<file path="config.mk">
export PLATFORM = sky130hd
export DESIGN_NAME = bridge_cfg_regs
export DESIGN_NICKNAME = d
export VERILOG_FILES = /design/src/rtl/bridge_cfg_pkg.sv /design/src/rtl/bridge_cfg_ctrl.sv /design/src/rtl/bridge_cfg_data.sv /design/src/rtl/bridge_cfg_regs.sv
export SDC_FILE = /design/constraint.sdc
export NUM_CORES = 1
export LEC_CHECK = 0
export ABC_AREA = 1
export CAP_MARGIN = 20
export CORE_MARGIN = 2
export CORE_UTILIZATION = 25
export CTS_BUF_LIST = sky130_fd_sc_hd__clkbuf_8
export DETAILED_ROUTE_END_ITERATION = 7
export PLACE_DENSITY = 0.42
export SLEW_MARGIN = 15
export SYNTH_ARGS = -nofsm -noshare
export SYNTH_HDL_FRONTEND = slang
export SYNTH_SLANG_ARGS = --single-unit
</file>
<file path="constraint.sdc">
create_clock -name clk -period 3.25 [get_ports clk]
set_input_delay 0.65 -clock clk [delete_from_list [all_inputs] [get_ports clk]]
set_output_delay 0.65 -clock clk [all_outputs]
set_load 0.05 [all_outputs]
</file>
<file path="src/rtl/bridge_cfg_pkg.sv">
package bridge_cfg_pkg;
  localparam int DATA_W = 32;
  localparam int OFS_W  = 8;
  localparam int IDX_W  = OFS_W - 2;

  // dword indices (offset >> 2)
  localparam logic [IDX_W-1:0] IDX_HDR_END = 6'h06;
  localparam logic [IDX_W-1:0] IDX_BUS     = 6'h06;
  localparam logic [IDX_W-1:0] IDX_IO      = 6'h07;
  localparam logic [IDX_W-1:0] IDX_MEM     = 6'h08;
  localparam logic [IDX_W-1:0] IDX_PREF    = 6'h09;
  localparam logic [IDX_W-1:0] IDX_PBU     = 6'h0A;
  localparam logic [IDX_W-1:0] IDX_PLU     = 6'h0B;
  localparam logic [IDX_W-1:0] IDX_IOU     = 6'h0C;
  localparam logic [IDX_W-1:0] IDX_ROM     = 6'h0E;
  localparam logic [IDX_W-1:0] IDX_INTR    = 6'h0F;

  typedef enum logic [3:0] {
    SEL_NONE, SEL_BUS, SEL_IO, SEL_MEM, SEL_PREF,
    SEL_PBU, SEL_PLU, SEL_IOU, SEL_ROM, SEL_INTR
  } rdSel_e;

  typedef struct packed {
    logic wrBus;
    logic wrIo;
    logic wrMem;
    logic wrPref;
    logic wrPbu;
    logic wrPlu;
    logic wrIou;
    logic wrRom;
    logic wrIntr;
  } wrStrb_t;

  function automatic logic [15:0] maskWin16(input logic [15:0] val, input logic [15:0] mask);
    return (val & mask & 16'hFFF0) | {12'h000, mask[3:0]};
  endfunction

  function automatic logic [7:0] maskWin8(input logic [7:0] val, input logic [7:0] mask);
    return (val & mask & 8'hF0) | {4'h0, mask[3:0]};
  endfunction
endpackage

</file>
<file path="src/rtl/bridge_cfg_ctrl.sv">
module bridge_cfg_ctrl
  import bridge_cfg_pkg::*;
(
  input  logic             clk,
  input  logic             rstN,
  input  logic             wrEn,
  input  logic             rdEn,
  input  logic [IDX_W-1:0] dwIdx,
  output wrStrb_t          strb,
  output rdSel_e           rdSel,
  output logic             localHit,
  output logic             hdrWrEn,
  output logic             hdrRdEn
);
  logic localWr;

  always_comb begin
    localHit = (dwIdx >= IDX_HDR_END);
    hdrWrEn  = wrEn & ~localHit;
    hdrRdEn  = rdEn & ~localHit;
    localWr  = wrEn & localHit;
    unique case (dwIdx)
      IDX_BUS:  rdSel = SEL_BUS;
      IDX_IO:   rdSel = SEL_IO;
      IDX_MEM:  rdSel = SEL_MEM;
      IDX_PREF: rdSel = SEL_PREF;
      IDX_PBU:  rdSel = SEL_PBU;
      IDX_PLU:  rdSel = SEL_PLU;
      IDX_IOU:  rdSel = SEL_IOU;
      IDX_ROM:  rdSel = SEL_ROM;
      IDX_INTR: rdSel = SEL_INTR;
      default:  rdSel = SEL_NONE;
    endcase
    strb.wrBus  = localWr & (rdSel == SEL_BUS);
    strb.wrIo   = localWr & (rdSel == SEL_IO);
    strb.wrMem  = localWr & (rdSel == SEL_MEM);
    strb.wrPref = localWr & (rdSel == SEL_PREF);
    strb.wrPbu  = localWr & (rdSel == SEL_PBU);
    strb.wrPlu  = localWr & (rdSel == SEL_PLU);
    strb.wrIou  = localWr & (rdSel == SEL_IOU);
    strb.wrRom  = localWr & (rdSel == SEL_ROM);
    strb.wrIntr = localWr & (rdSel == SEL_INTR);
  end

  AST_HDR_NO_LOCAL: assert property (@(posedge clk) disable iff (!rstN)
    hdrWrEn |-> (strb == '0));
  AST_STRB_ONEHOT: assert property (@(posedge clk) disable iff (!rstN)
    $onehot0(strb));
  AST_HOLE_NO_STRB: assert property (@(posedge clk) disable iff (!rstN)
    (wrEn && dwIdx == 6'h0D) |-> (strb == '0));
endmodule

</file>
<file path="src/rtl/bridge_cfg_data.sv">
module bridge_cfg_data
  import bridge_cfg_pkg::*;
#(
  parameter logic [7:0]  LAT_MASK   = 8'hF8,
  parameter logic [7:0]  IO_MASK    = 8'hF1,
  parameter logic [15:0] MEM_MASK   = 16'hFFF0,
  parameter logic [15:0] PREF_MASK  = 16'hFFF1,
  parameter logic [31:0] ROM_MASK   = 32'hFFFF_F801,
  parameter logic [15:0] SEC_STATUS = 16'h0280,
  parameter logic [7:0]  INT_PIN    = 8'h01
) (
  input  logic              clk,
  input  logic              rstN,
  input  wrStrb_t           strb,
  input  rdSel_e            rdSel,
  input  logic [DATA_W-1:0] wrData,
  output logic [DATA_W-1:0] rdData
);
  localparam bit PREF_WIDE = (PREF_MASK[3:0] == 4'h1);

  logic [7:0]  priBus, secBus, subBus, secLat;
  logic [7:0]  ioBase, ioLimit;
  logic [15:0] memBase, memLimit, prefBase, prefLimit;
  logic [15:0] ioBaseUp, ioLimUp;
  logic [31:0] prefBaseUp, prefLimUp;
  logic [31:0] romAddr;
  logic [15:0] bridgeCtl;
  logic [7:0]  intLine;

  always_ff @(posedge clk) begin
    if (!rstN) begin
      priBus <= '0; secBus <= '0; subBus <= '0; secLat <= '0;
      ioBase <= '0; ioLimit <= '0;
      memBase <= '0; memLimit <= '0; prefBase <= '0; prefLimit <= '0;
      ioBaseUp <= '0; ioLimUp <= '0;
      romAddr <= '0; bridgeCtl <= '0; intLine <= '0;
    end else begin
      if (strb.wrBus) begin
        priBus <= wrData[7:0];
        secBus <= wrData[15:8];
        subBus <= wrData[23:16];
        secLat <= (secLat & ~LAT_MASK) | (wrData[31:24] & LAT_MASK);
      end
      if (strb.wrIo) begin
        ioBase  <= maskWin8(wrData[7:0], IO_MASK);
        ioLimit <= maskWin8(wrData[15:8], IO_MASK);
      end
      if (strb.wrMem) begin
        memBase  <= maskWin16(wrData[15:0], MEM_MASK);
        memLimit <= maskWin16(wrData[31:16], MEM_MASK);
      end
      if (strb.wrPref) begin
        prefBase  <= maskWin16(wrData[15:0], PREF_MASK);
        prefLimit <= maskWin16(wrData[31:16], PREF_MASK);
      end
      if (strb.wrIou) begin
        if (ioBase[3:0] == 4'h1)  ioBaseUp <= wrData[15:0];
        if (ioLimit[3:0] == 4'h1) ioLimUp  <= wrData[31:16];
      end
      if (strb.wrRom) romAddr <= wrData & ROM_MASK;
      if (strb.wrIntr) begin
        bridgeCtl <= wrData[31:16];
        intLine   <= wrData[7:0];
      end
    end
  end

  // Upper prefetchable halves exist as writable storage only for wide mode.
  generate
    if (PREF_WIDE) begin : g_prefWide
      always_ff @(posedge clk) begin
        if (!rstN) begin
          prefBaseUp <= '0;
          prefLimUp  <= '0;
        end else begin
          if (strb.wrPbu) prefBaseUp <= wrData;
          if (strb.wrPlu) prefLimUp  <= wrData;
        end
      end
      AST_PBU_TAKE: assert property (@(posedge clk) disable iff (!rstN)
        strb.wrPbu |=> prefBaseUp == $past(wrData));
    end else begin : g_prefNarrow
      assign prefBaseUp = '0;
      assign prefLimUp  = '0;
    end
  endgenerate

  always_comb begin
    unique case (rdSel)
      SEL_BUS:  rdData = {secLat, subBus, secBus, priBus};
      SEL_IO:   rdData = {SEC_STATUS, ioLimit, ioBase};
      SEL_MEM:  rdData = {memLimit, memBase};
      SEL_PREF: rdData = {prefLimit, prefBase};
      SEL_PBU:  rdData = prefBaseUp;
      SEL_PLU:  rdData = prefLimUp;
      SEL_IOU:  rdData = {ioLimUp, ioBaseUp};
      SEL_ROM:  rdData = romAddr;
      SEL_INTR: rdData = {bridgeCtl, INT_PIN, intLine};
      default:  rdData = '0;
    endcase
  end

  logic [263:0] snap;
  assign snap = {priBus, secBus, subBus, secLat, ioBase, ioLimit,
                 memBase, memLimit, prefBase, prefLimit, ioBaseUp, ioLimUp,
                 prefBaseUp, prefLimUp, romAddr, bridgeCtl, intLine};

  AST_IDLE_HOLD: assert property (@(posedge clk) disable iff (!rstN)
    (strb == '0) |=> $stable(snap));
  AST_LAT_KEEP: assert property (@(posedge clk) disable iff (!rstN)
    strb.wrBus |=> ((secLat & ~LAT_MASK) == ($past(secLat) & ~LAT_MASK)));
  AST_IO_NIBBLE: assert property (@(posedge clk) disable iff (!rstN)
    strb.wrIo |=> (ioBase[3:0] == IO_MASK[3:0] && ioLimit[3:0] == IO_MASK[3:0]));
  AST_MEM_NIBBLE: assert property (@(posedge clk) disable iff (!rstN)
    strb.wrMem |=> (memBase[3:0] == MEM_MASK[3:0]));
  AST_IOU_GATED: assert property (@(posedge clk) disable iff (!rstN)
    (strb.wrIou && ioBase[3:0] != 4'h1) |=> $stable(ioBaseUp));
  AST_IOU_TAKE: assert property (@(posedge clk) disable iff (!rstN)
    (strb.wrIou && ioLimit[3:0] == 4'h1) |=> ioLimUp == $past(wrData[31:16]));
  AST_PBU_HOLD: assert property (@(posedge clk) disable iff (!rstN)
    (!PREF_WIDE && strb.wrPbu) |=> $stable(prefBaseUp));
endmodule

</file>
<file path="src/rtl/bridge_cfg_regs.sv">
module bridge_cfg_regs
  import bridge_cfg_pkg::*;
#(
  parameter logic [7:0]  LAT_MASK   = 8'hF8,
  parameter logic [7:0]  IO_MASK    = 8'hF1,
  parameter logic [15:0] MEM_MASK   = 16'hFFF0,
  parameter logic [15:0] PREF_MASK  = 16'hFFF1,
  parameter logic [31:0] ROM_MASK   = 32'hFFFF_F801,
  parameter logic [15:0] SEC_STATUS = 16'h0280,
  parameter logic [7:0]  INT_PIN    = 8'h01
) (
  input  logic        clk,
  input  logic        rstN,
  input  logic        cfgWrEn,
  input  logic        cfgRdEn,
  input  logic [7:0]  cfgOffset,
  input  logic [31:0] cfgWrData,
  output logic [31:0] cfgRdData,
  output logic        hdrWrEn,
  output logic        hdrRdEn,
  output logic [7:0]  hdrOffset,
  output logic [31:0] hdrWrData,
  input  logic [31:0] hdrRdData
);
  wrStrb_t           strb;
  rdSel_e            rdSel;
  logic              localHit;
  logic [DATA_W-1:0] localRd;

  bridge_cfg_ctrl uCtrl (
    .clk      (clk),
    .rstN     (rstN),
    .wrEn     (cfgWrEn),
    .rdEn     (cfgRdEn),
    .dwIdx    (cfgOffset[OFS_W-1:2]),
    .strb     (strb),
    .rdSel    (rdSel),
    .localHit (localHit),
    .hdrWrEn  (hdrWrEn),
    .hdrRdEn  (hdrRdEn)
  );

  bridge_cfg_data #(
    .LAT_MASK   (LAT_MASK),
    .IO_MASK    (IO_MASK),
    .MEM_MASK   (MEM_MASK),
    .PREF_MASK  (PREF_MASK),
    .ROM_MASK   (ROM_MASK),
    .SEC_STATUS (SEC_STATUS),
    .INT_PIN    (INT_PIN)
  ) uData (
    .clk    (clk),
    .rstN   (rstN),
    .strb   (strb),
    .rdSel  (rdSel),
    .wrData (cfgWrData),
    .rdData (localRd)
  );

  assign hdrOffset = cfgOffset;
  assign hdrWrData = cfgWrData;
  assign cfgRdData = localHit ? localRd : hdrRdData;

  AST_HIGH_NO_HDR: assert property (@(posedge clk) disable iff (!rstN)
    (cfgOffset >= 8'h18) |-> !(hdrWrEn || hdrRdEn));
  AST_LOW_PASS: assert property (@(posedge clk) disable iff (!rstN)
    (cfgOffset < 8'h18) |-> (cfgRdData == hdrRdData));
endmodule

</file>
==> results of run 1 <==
==> placed cells by master, fill, tap and decap left out, types with 4 or more instances in the layout <==
cell and instances:
clkdlybuf4s50_1 86, nand4_1 5, nand2_1 271, nor2_4 9, ha_4 4, buf_6 13, inv_1 93, nand3_2 18
buf_4 109, buf_12 68, o22ai_1 7, nand3_1 62, nor2_1 374, dfxtp_1 229, nor2_2 12, nand2_2 34
nand2_4 7, o21ai_0 187, o21ai_2 6, o21ai_1 46, inv_2 11, clkbuf_8 52, a21oi_1 70
==> worst paths after layout <==
path | to | cells past startpoint
setup / recovery | cfgRdData[0] | 20
hold / removal | uData.prefLimUp[29]$_SDFFE_PN0P_ | 2
setup reg to reg | uData.ioLimUp[15]$_SDFFE_PN0P_ | 5
hold reg to reg | uData.prefLimUp[29]$_SDFFE_PN0P_ | 2
==> registers in the layout (all words and copies together), names as in the netlist, 8 cells and up <==
register and count:
uData.prefBase 13, uData.prefBaseUp 32, uData.memLimit 12, uData.intLine 8, uData.subBus 8, uData.prefLimUp 32, uData.romAddr 22, uData.ioBaseUp 16
uData.memBase 12, uData.bridgeCtl 16, uData.prefLimit 12, uData.secBus 8, uData.priBus 8, uData.ioLimUp 16
==> metal layers <==
metal,up-vias,global-route usage [%],routed length (um)
li1,5415,-,-
met1,4929,23.9,18700
met2,242,30.3,18800
met3,52,2.68,1670
met4,0,5.03,744
met5,-,0,0
==> what timing repair did <==
item	4_1_cts	5_1_grt
gates resized for setup	97	74
setup buffers	10	6
cloned	4	0
endpoints found under the setup margin	32	32
pin swaps	39	41
hold buffers	0	0
==> worst max-delay path: stages <==
cell     delay [ns]
buf_12         0.11
inv_8          0.05
buf_6          0.11
ha_4           0.12
nand2_1        0.06
nand2_2        0.11
inv_2          0.06
nor2_4         0.11
buf_6          0.11
inv_2          0.05
nor2_4         0.19
buf_12         0.17
nand2_2        0.05
nand2_2        0.04
nor2_1         0.04
buf_4          0.14
nand2_1        0.07
nand2_1        0.07
nand2_2        0.09
buf_12         0.13
==> cell type report <==
type | count | area, sq um
clock buffers | 52 | 716
repair buffers | 286 | 3350
inverters | 95 | 378
well taps | 539 | 674
clock inverters | 20 | 110
fillers | 4554 | 26900
flip-flops and latches | 229 | 4580
multi-input cells | 1128 | 5360
==> power by group through the flow <==
stage                     clock network [uW]  registers [uW]  logic (uW)
after global routing                    2980            2840         776
after floorplan                            0            2900         348
after global placement                     0            2900         680
after detailed placement                   0            2900         681
after CTS                               2860            2840         714
final                                   2770            2840         727
==> cells by family after synthesis <==
| group | after synthesis |
|---|---|
| AOI/OAI and AO/OA | 323 |
| adders and majority gates | 4 |
| buffers and inverters | 228 |
| DFF | 229 |
| and+or+nand+nor | 800 |
==> stage by stage <==
step	instance area (sq um)	TNS (ns)	util, %
detailed placement	13600	-30.06	32.4
finish	15200	0	36.1
floorplan	10700	0	-
global placement	13600	-27.38	32.4
global route	15200	-0.358	36.1
CTS	14900	0	35.5
==> flow_metrics.env, run 1 <==
export IMPL_outcome="complete, no violations"
export IMPL_synth_top_family_by_area="simple AND/OR/NAND/NOR gates"
export IMPL_gr_total_overflow=0
export IMPL_arrival_ns=2.53
export IMPL_die_h_um=211
export IMPL_power_switching_uw=1700
export IMPL_max_slew_margin_pct=43.1
export IMPL_crit_fanout=8
export IMPL_p_per_area_nw_per_um2=418
export IMPL_ioPinCount=150
export IMPL_dominantRegCellSynth="dfxtp_1"
export IMPL_synth_compound_area_share_pct=15.3
export IMPL_power_total_uw=6340
export IMPL_dp_cells=2259
export IMPL_clock_skew_final_ns=0.0193
export IMPL_ys_async_sr_fraction_pct=0
export IMPL_initial_core_util_pct=25.4
export IMPL_clkPwrFrac_pct=43.7
export IMPL_ys_types=31
export IMPL_clock_latency_ns=0.57
export IMPL_cts_root_buffer="clkbuf_8"
export IMPL_p_leak_uw=0.00632
export IMPL_clkTransAtPathRegs_ns=0.06
export IMPL_p_int_uw=4640
export IMPL_synth_xor_area_share_pct=0
export IMPL_swShare_pct=26.8
export IMPL_drc=0
export IMPL_syn_num_nets=1664
export IMPL_hold_ws_ns=0.450
export IMPL_vdd_drop_max_v=0.000243
export IMPL_grt_pass1_vias=10427
export IMPL_n_antenna_cell=0
export IMPL_place_ws_ns=-0.599
export IMPL_yosysTopAreaCellShare_pct=43.0
export IMPL_drive_gt1_share_pct=20.8
export IMPL_ff2ff_setup_slack_ns=1.96
export IMPL_core_area_sq_um=42000
export IMPL_yosys_area_share_simple_pct=30.7
export IMPL_cts_max_level=2
export IMPL_synth_adder_area_share_pct=0.469
export IMPL_finalWirelength_um=40000
export IMPL_synth_area_sq_um=10700
export IMPL_critPathCaptureType="output pin"
export IMPL_synth_avg_cell_area_sq_um=6.74
export IMPL_vias=10638
export IMPL_dp_hpwl_um=26100
export IMPL_final_nets=1863
export IMPL_ys_top_cells_by_area="dfxtp_1, nor2_1, nand2_1, o21ai_0, nand3_1"
export IMPL_grt_util_all_layers_pct=18.0
export IMPL_cp_start_kind="input pin"
export IMPL_io_buffer_count=145
export IMPL_worstHoldPathType="reg2reg"
export IMPL_cp_startpoint="cfgOffset[2]"
export IMPL_drtIter0Drc=707
export IMPL_gp_congestion=0.776
export IMPL_yosysMostFrequentCell="nor2_1"
export IMPL_die_x_um=211
export IMPL_power_frac_seq_pct=44.8
export IMPL_ys_ff_latch=229
export IMPL_grt_pass1_wl_um=61400
export IMPL_finalSetupViolCount=0
export IMPL_hp_start="uData.prefLimUp[29]$_SDFFE_PN0P_"
export IMPL_fmax_mhz=315
export IMPL_worst_pin_slew_ns=0.848
export IMPL_crit_type="in2out"
export IMPL_worst_slack_ns=0.0705
export IMPL_die_area_sq_um=44400
export IMPL_num_rows=75
export IMPL_cts_sinks=229
export IMPL_grt_max_degree=204
export IMPL_ys_seq_area_share_pct=43.0
export IMPL_fin_cells=2349
export IMPL_vias_per_cell=4.53
export IMPL_rsz0062_at_grt="yes"
export IMPL_slew_violations=0
export IMPL_yosys_mux_area_fraction_pct=0
export IMPL_ant_nets=0
export IMPL_timing_final_hold_violations=0
export IMPL_drv_cap=0
export IMPL_firstDrtPassIters=5
export IMPL_min_period_over_period_pct=97.8
export IMPL_synth_edf_count=0
export IMPL_cp_required_ns=2.60
export IMPL_cts_tree="done"
export IMPL_wl_per_cell_um=17.0
export IMPL_finalCriticalPeriod_ns=3.18
export IMPL_cts_buffers=43
export IMPL_syn2layout_area_growth_pct=42.1
export IMPL_combPwrFrac_pct=11.5
export IMPL_rr_startpoint="uData.ioBase[0]$_SDFFE_PN0P_"
export IMPL_antenna_found_initial=0
export IMPL_cts_path_max_buffers=3
export IMPL_yosysWarnings=0
export IMPL_synthCells=1584
export IMPL_synth_common_cells="nor2_1, nand2_1, dfxtp_1"
export IMPL_yosysTopAreaCell="dfxtp_1"
Note: power is estimated with default switching activity, not from simulation.
==> run 2, diff against run 1 <==
==> constraint.sdc (replaced) <==
create_clock -name clk -period 3.25 [get_ports clk]
set_input_delay 0.65 -clock clk [delete_from_list [all_inputs] [get_ports clk]]
set_output_delay 0.65 -clock clk [all_outputs]
set_load 0.01 [all_outputs]
==> run 2 against run 1 <==
Effect of this change: largest power group unchanged; final cell count rose by 1.1%; clock power fell by 3%; final area fell by 1.4%; sequential cell count did not move.
==> flow_metrics.env, run 2 (synthesized netlist as in run 1, its figures left out) <==
export IMPL_design_area_sq_um=15000
export IMPL_firstDrtPassIters=7
export IMPL_finalSetupViolCount=0
export IMPL_worst_pin_slew_ns=0.864
export IMPL_drc=0
export IMPL_syn2layout_area_growth_pct=40.2
export IMPL_die_area_sq_um=44400
export IMPL_die_h_um=211
export IMPL_final_cell_mix="nor2_1, nand2_1, dfxtp_1"
export IMPL_worstHoldPathType="reg2reg"
export IMPL_wl_per_cell_um=17.1
export IMPL_grt_max_degree=204
export IMPL_vias_per_cell=4.52
export IMPL_ioPinCount=150
export IMPL_critPathCaptureType="output pin"
export IMPL_cts_max_level=2
export IMPL_fill_cells=4588
export IMPL_ant_nets=0
export IMPL_antenna_found_initial=0
export IMPL_cts_buffers=44
export IMPL_initial_core_util_pct=25.4
export IMPL_cts_sinks=229
export IMPL_crit_fanout=8
export IMPL_grt_pass1_vias=10529
export IMPL_crit_type="in2out"
export IMPL_drive_gt1_share_pct=20.2
export IMPL_p_leak_uw=0.00630
export IMPL_timing_final_hold_violations=0
export IMPL_gp_congestion=0.775
export IMPL_fin_cells=2374
export IMPL_fmax_mhz=309
export IMPL_vdd_drop_max_v=0.000207
export IMPL_gr_total_overflow=0
export IMPL_dp_cells=2251
export IMPL_largest_registers="uData.prefBaseUp: 32 flops, uData.prefLimUp: 32 flops, uData.romAddr: 22 flops"
export IMPL_rsz0062_at_grt="yes"
export IMPL_clock_skew_final_ns=0.0106
export IMPL_cts_hold_buf=0
export IMPL_placed_cell_area_sq_um=13200
export IMPL_die_x_um=211
export IMPL_clkTransAtPathRegs_ns=0.06
export IMPL_power_switching_uw=1580
export IMPL_final_common_cell="nor2_1"
export IMPL_cts_tree="done"
export IMPL_drtIter0Drc=646
export IMPL_slew_violations=0
export IMPL_vias=10721
export IMPL_cts_path_max_buffers=3
export IMPL_finalCriticalPeriod_ns=3.24
export IMPL_finalWirelength_um=40700
export IMPL_drv_cap=0
export IMPL_combPwrFrac_pct=9.5
export IMPL_min_period_over_period_pct=99.6
export IMPL_arrival_ns=2.59
export IMPL_final_nets=1882
export IMPL_grt_pass1_wl_um=62400
export IMPL_grt_util_all_layers_pct=18.2
export IMPL_n_antenna_cell=0
export IMPL_num_rows=75
export IMPL_power_total_uw=6120
export IMPL_p_per_area_nw_per_um2=409
export IMPL_cts_root_buffer="clkbuf_8"
export IMPL_io_buffer_count=145
export IMPL_swShare_pct=25.8
export IMPL_outcome="complete, no violations"
export IMPL_core_area_sq_um=42000
export IMPL_dp_hpwl_um=26000
export IMPL_power_frac_seq_pct=46.4
export IMPL_clkPwrFrac_pct=44.1
export IMPL_p_int_uw=4540
export IMPL_clock_latency_ns=0.55
export IMPL_cp_start_kind="input pin"
export IMPL_max_slew_margin_pct=42.1
export IMPL_cp_required_ns=2.60
run 2: cell count changes in the layout (fill, tap and decap cells not counted), sizes merged, moves of 2 or more:
cell           previous run  this run
clkdlybuf4s50            86       106
inv                     108       114
clkinv                    5         8
buf                     197       190
clkdlybuf4s15             2         0
clkbuf                   53        59
run 2: per-stage QoR:
step | hold slack [ns] | worst slack [ns] | setup TNS [ns] | utilization [%]
after floorplan | 0.425 | 0.354 | 0 | -
after global placement | 0.434 | -0.975 | -39.35 | 31.5
after detailed placement | 0.439 | -0.945 | -44.06 | 31.5
after CTS | 0.448 | -0.0296 | -0.0629 | 35.0
after global routing | 0.479 | -0.0789 | -0.553 | 35.6
final | 0.446 | 0.0143 | 0 | 35.6
run 2: worst max-delay path, stage by stage:
cell     delay, ns
buf_8         0.11
inv_6         0.05
ha_4          0.19
nand2_2       0.04
nand2_1       0.05
nand2_1       0.07
nand3_2       0.09
buf_12        0.16
buf_8         0.13
nor2_8        0.22
nand2_8       0.13
buf_8         0.17
buf_6         0.11
o21ai_2       0.11
nor2_2        0.06
nand3_1       0.09
buf_2         0.13
run 2: final timing paths:
path	from	end	slack, ns	depth (start not counted)
min reg2reg	uData.prefBaseUp[1]$_SDFFE_PN0P_	uData.prefBaseUp[1]$_SDFFE_PN0P_	0.45	2
max reg2reg	uData.ioBase[0]$_SDFFE_PN0P_	uData.ioBaseUp[0]$_SDFFE_PN0P_	1.95	5
min	uData.prefBaseUp[1]$_SDFFE_PN0P_	uData.prefBaseUp[1]$_SDFFE_PN0P_	0.45	2
max	cfgOffset[2]	cfgRdData[11]	0.01	17
run 2: repair_timing:
item                       4_1_cts  5_1_grt
setup endpoints to repair       34       32
gates cloned                     2        2
gates resized for setup        231      104
setup buffers                   32       10
pin swaps                       26       27
run 2: power groups by stage:
stage	combinational [uW]	sequential (uW)	clock, uW
2_1_floorplan	229	2900	0
3_3_place_gp	531	2900	0
3_5_place_dp	532	2900	0
4_1_cts	578	2840	2790
5_1_grt	630	2840	2920
6_report	580	2840	2700
run 2: area by class of cell:
type                    instances  area (sq um)  share of cell area (%)
well taps                     539           674                    4.51
flip-flops and latches        229          4580                    30.6
repair buffers                304          3060                    20.4
clock inverters                27           110                   0.736
clock buffers                  52           716                    4.78
inverters                      95           385                    2.58
multi-input cells            1128          5440                    36.3
run 2: metal layers:
metal	track usage, %	wire length (um)	part of all wire, %	vias to the layer above
li1	-	-	-	5463
met4	3.98	664	1.6	0
met2	31.4	19300	48	242
met3	2.38	1730	4.3	49
met1	24.2	18900	47	4967
met5	0	0	0	-
==> run 3, diff against run 2 <==
==> constraint.sdc (replaced) <==
create_clock -name clk -period 3.81 [get_ports clk]
set_input_delay 0.762 -clock clk [delete_from_list [all_inputs] [get_ports clk]]
set_output_delay 0.762 -clock clk [all_outputs]
set_load 0.01 [all_outputs]
==> run 3 against run 2 <==
Effect of this change: global-route usage decreased by 0.21 points; first-iteration DRC count decreased by 9.1%; sequential cell count unchanged; final cell count decreased by 2.2%; utilization decreased by 1.5 points; clock power decreased by 8.1%; via count decreased by 2.5%; critical path type unchanged; critical endpoint is now cfgRdData[25]; largest power group is now clock.
==> flow_metrics.env, run 3 (synthesized netlist as in run 1, its figures left out) <==
export IMPL_rr_worst_depth=5
export IMPL_drc=0
export IMPL_max_slew_margin_pct=43.3
export IMPL_final_seq_area_sq_um=4580
export IMPL_gr_total_overflow=0
export IMPL_die_area_sq_um=44400
export IMPL_worstHoldPathType="reg2reg"
export IMPL_die_h_um=211
export IMPL_outcome="complete, no violations"
export IMPL_design_area_sq_um=14300
export IMPL_vdd_drop_max_v=0.000214
export IMPL_ff2ff_setup_slack_ns=2.40
export IMPL_arrival_ns=2.96
export IMPL_final_nets=1830
export IMPL_drtIter0Drc=587
export IMPL_cts_root_buffer="clkbuf_8"
export IMPL_finalCriticalPeriod_ns=3.72
export IMPL_path_cells="clkdlybuf4s50_1, buf_6, nand2_4, clkinv_1, nand2_2, nand2_4, buf_12, nor2_8, buf_6, bufbuf_16, nand3_1, o21ai_0, nor2_1, nand2_1, nand2_1, nand2_1, dlygate4sd2_1"
export IMPL_clock_latency_ns=0.56
export IMPL_clkTransAtPathRegs_ns=0.06
export IMPL_rsz0062_at_grt="yes"
export IMPL_firstDrtPassIters=5
export IMPL_crit_fanout=7
export IMPL_cts_path_max_buffers=3
export IMPL_p_leak_uw=0.00599
export IMPL_placed_cell_area_sq_um=13000
export IMPL_path_depth=17
export IMPL_place_ws_ns=-0.615
export IMPL_wl_per_cell_um=17.2
export IMPL_clock_skew_final_ns=0.0121
export IMPL_critPathSlowestCell="clkdlybuf4s50_1"
export IMPL_cts_max_level=2
export IMPL_critPathTopFamily="buffers and inverters"
export IMPL_cts_sinks=229
export IMPL_crit_type="in2out"
export IMPL_slew_violations=0
export IMPL_drive_gt1_share_pct=14.5
export IMPL_p_per_area_nw_per_um2=375
export IMPL_fill_cells=4651
export IMPL_gp_congestion=0.760
export IMPL_cp_slowest_stage_delay_ns=0.41
export IMPL_finalSetupViolCount=0
export IMPL_grt_pass1_vias=10208
export IMPL_crit_top_cell="nand2_1"
export IMPL_holdPathStages=2
export IMPL_antenna_found_initial=0
export IMPL_initial_core_util_pct=25.4
export IMPL_fin_cells=2322
export IMPL_dp_hpwl_um=25500
export IMPL_final_cell_mix="nor2_1, nand2_1, dfxtp_1"
export IMPL_drv_cap=0
export IMPL_worst_slack_ns=0.0867
export IMPL_multiInputGateArea_sq_um=5120
export IMPL_ant_nets=0
export IMPL_largest_registers="uData.prefBaseUp: 32 flops, uData.prefLimUp: 32 flops, uData.romAddr: 22 flops"
export IMPL_fmax_mhz=269
export IMPL_ioPinCount=150
export IMPL_core_area_sq_um=42000
export IMPL_cp_start_kind="input pin"
export IMPL_die_x_um=211
export IMPL_min_period_over_period_pct=97.7
export IMPL_tns_ns=0
export IMPL_worst_pin_slew_ns=0.850
export IMPL_cts_tree="done"
export IMPL_grt_pass1_wl_um=61300
export IMPL_final_common_cell="nor2_1"
export IMPL_vias_per_cell=4.50
export IMPL_vias=10449
export IMPL_dp_cells=2226
export IMPL_cts_buffers=44
export IMPL_syn2layout_area_growth_pct=34.1
export IMPL_io_buffer_count=145
export IMPL_timing_final_hold_violations=0
export IMPL_grt_util_all_layers_pct=18.0
export IMPL_cp_required_ns=3.05
export IMPL_cp_num_buf_inv=7
export IMPL_num_rows=75
export IMPL_critPathCaptureType="output pin"
export IMPL_n_antenna_cell=0
export IMPL_finalWirelength_um=40000
export IMPL_grt_max_degree=114
run 3: final timing paths:
path,start,to
min,uData.prefBaseUp[1]$_SDFFE_PN0P_,uData.prefBaseUp[1]$_SDFFE_PN0P_
min reg2reg,uData.prefBaseUp[1]$_SDFFE_PN0P_,uData.prefBaseUp[1]$_SDFFE_PN0P_
max,cfgOffset[5],cfgRdData[25]
max reg2reg,uData.ioBase[0]$_SDFFE_PN0P_,uData.ioLimUp[1]$_SDFFE_PN0P_
run 3: metal layers:
metal | up-vias | track usage, % | part of all wire (%)
li1 | 5360 | - | -
met1 | 4784 | 24.1 | 47
met2 | 240 | 29.9 | 46
met3 | 65 | 2.44 | 4.2
met4 | 0 | 5.59 | 2.4
met5 | - | 0 | 0
run 3: tightest hold or removal path, stage by stage, from the launching register on:
cell     delay, ns
dfxtp_1       0.29
inv_1         0.05
a21oi_1       0.05
run 3: layout make-up:
class | count | share of cell area, %
timing repair buffer | 253 | 18.6
inverter | 95 | 2.55
sequential | 229 | 32.0
tap | 539 | 4.71
multi-input combinational | 1127 | 35.8
clock buffer | 60 | 5.77
clock inverter | 19 | 0.577
run 3: what timing repair did:
action / 4_1_cts / 5_1_grt
setup buffers: 11 / 2
hold buffers: 0 / 0
cloned: 4 / 0
pin swaps: 11 / 12
resized for setup: 92 / 48
setup endpoints to repair: 32 / 30
run 3: report_power, final:
part           switching [uW]  total, uW  leakage (uW)  internal (uW)
combinational             256        468       0.00362            212
clock                    1090       2480      0.000524           1400
sequential               9.39       2420       0.00185           2410
run 3: per-stage QoR:
stage | power, uW | hold WS [ns] | utilization (%)
4_1_cts | 5450 | 0.450 | 34.0
2_1_floorplan | 2670 | 0.425 | -
3_3_place_gp | 2920 | 0.433 | 31.0
6_report | 5370 | 0.449 | 34.0
3_5_place_dp | 2920 | 0.438 | 31.0
5_1_grt | 5610 | 0.469 | 34.0
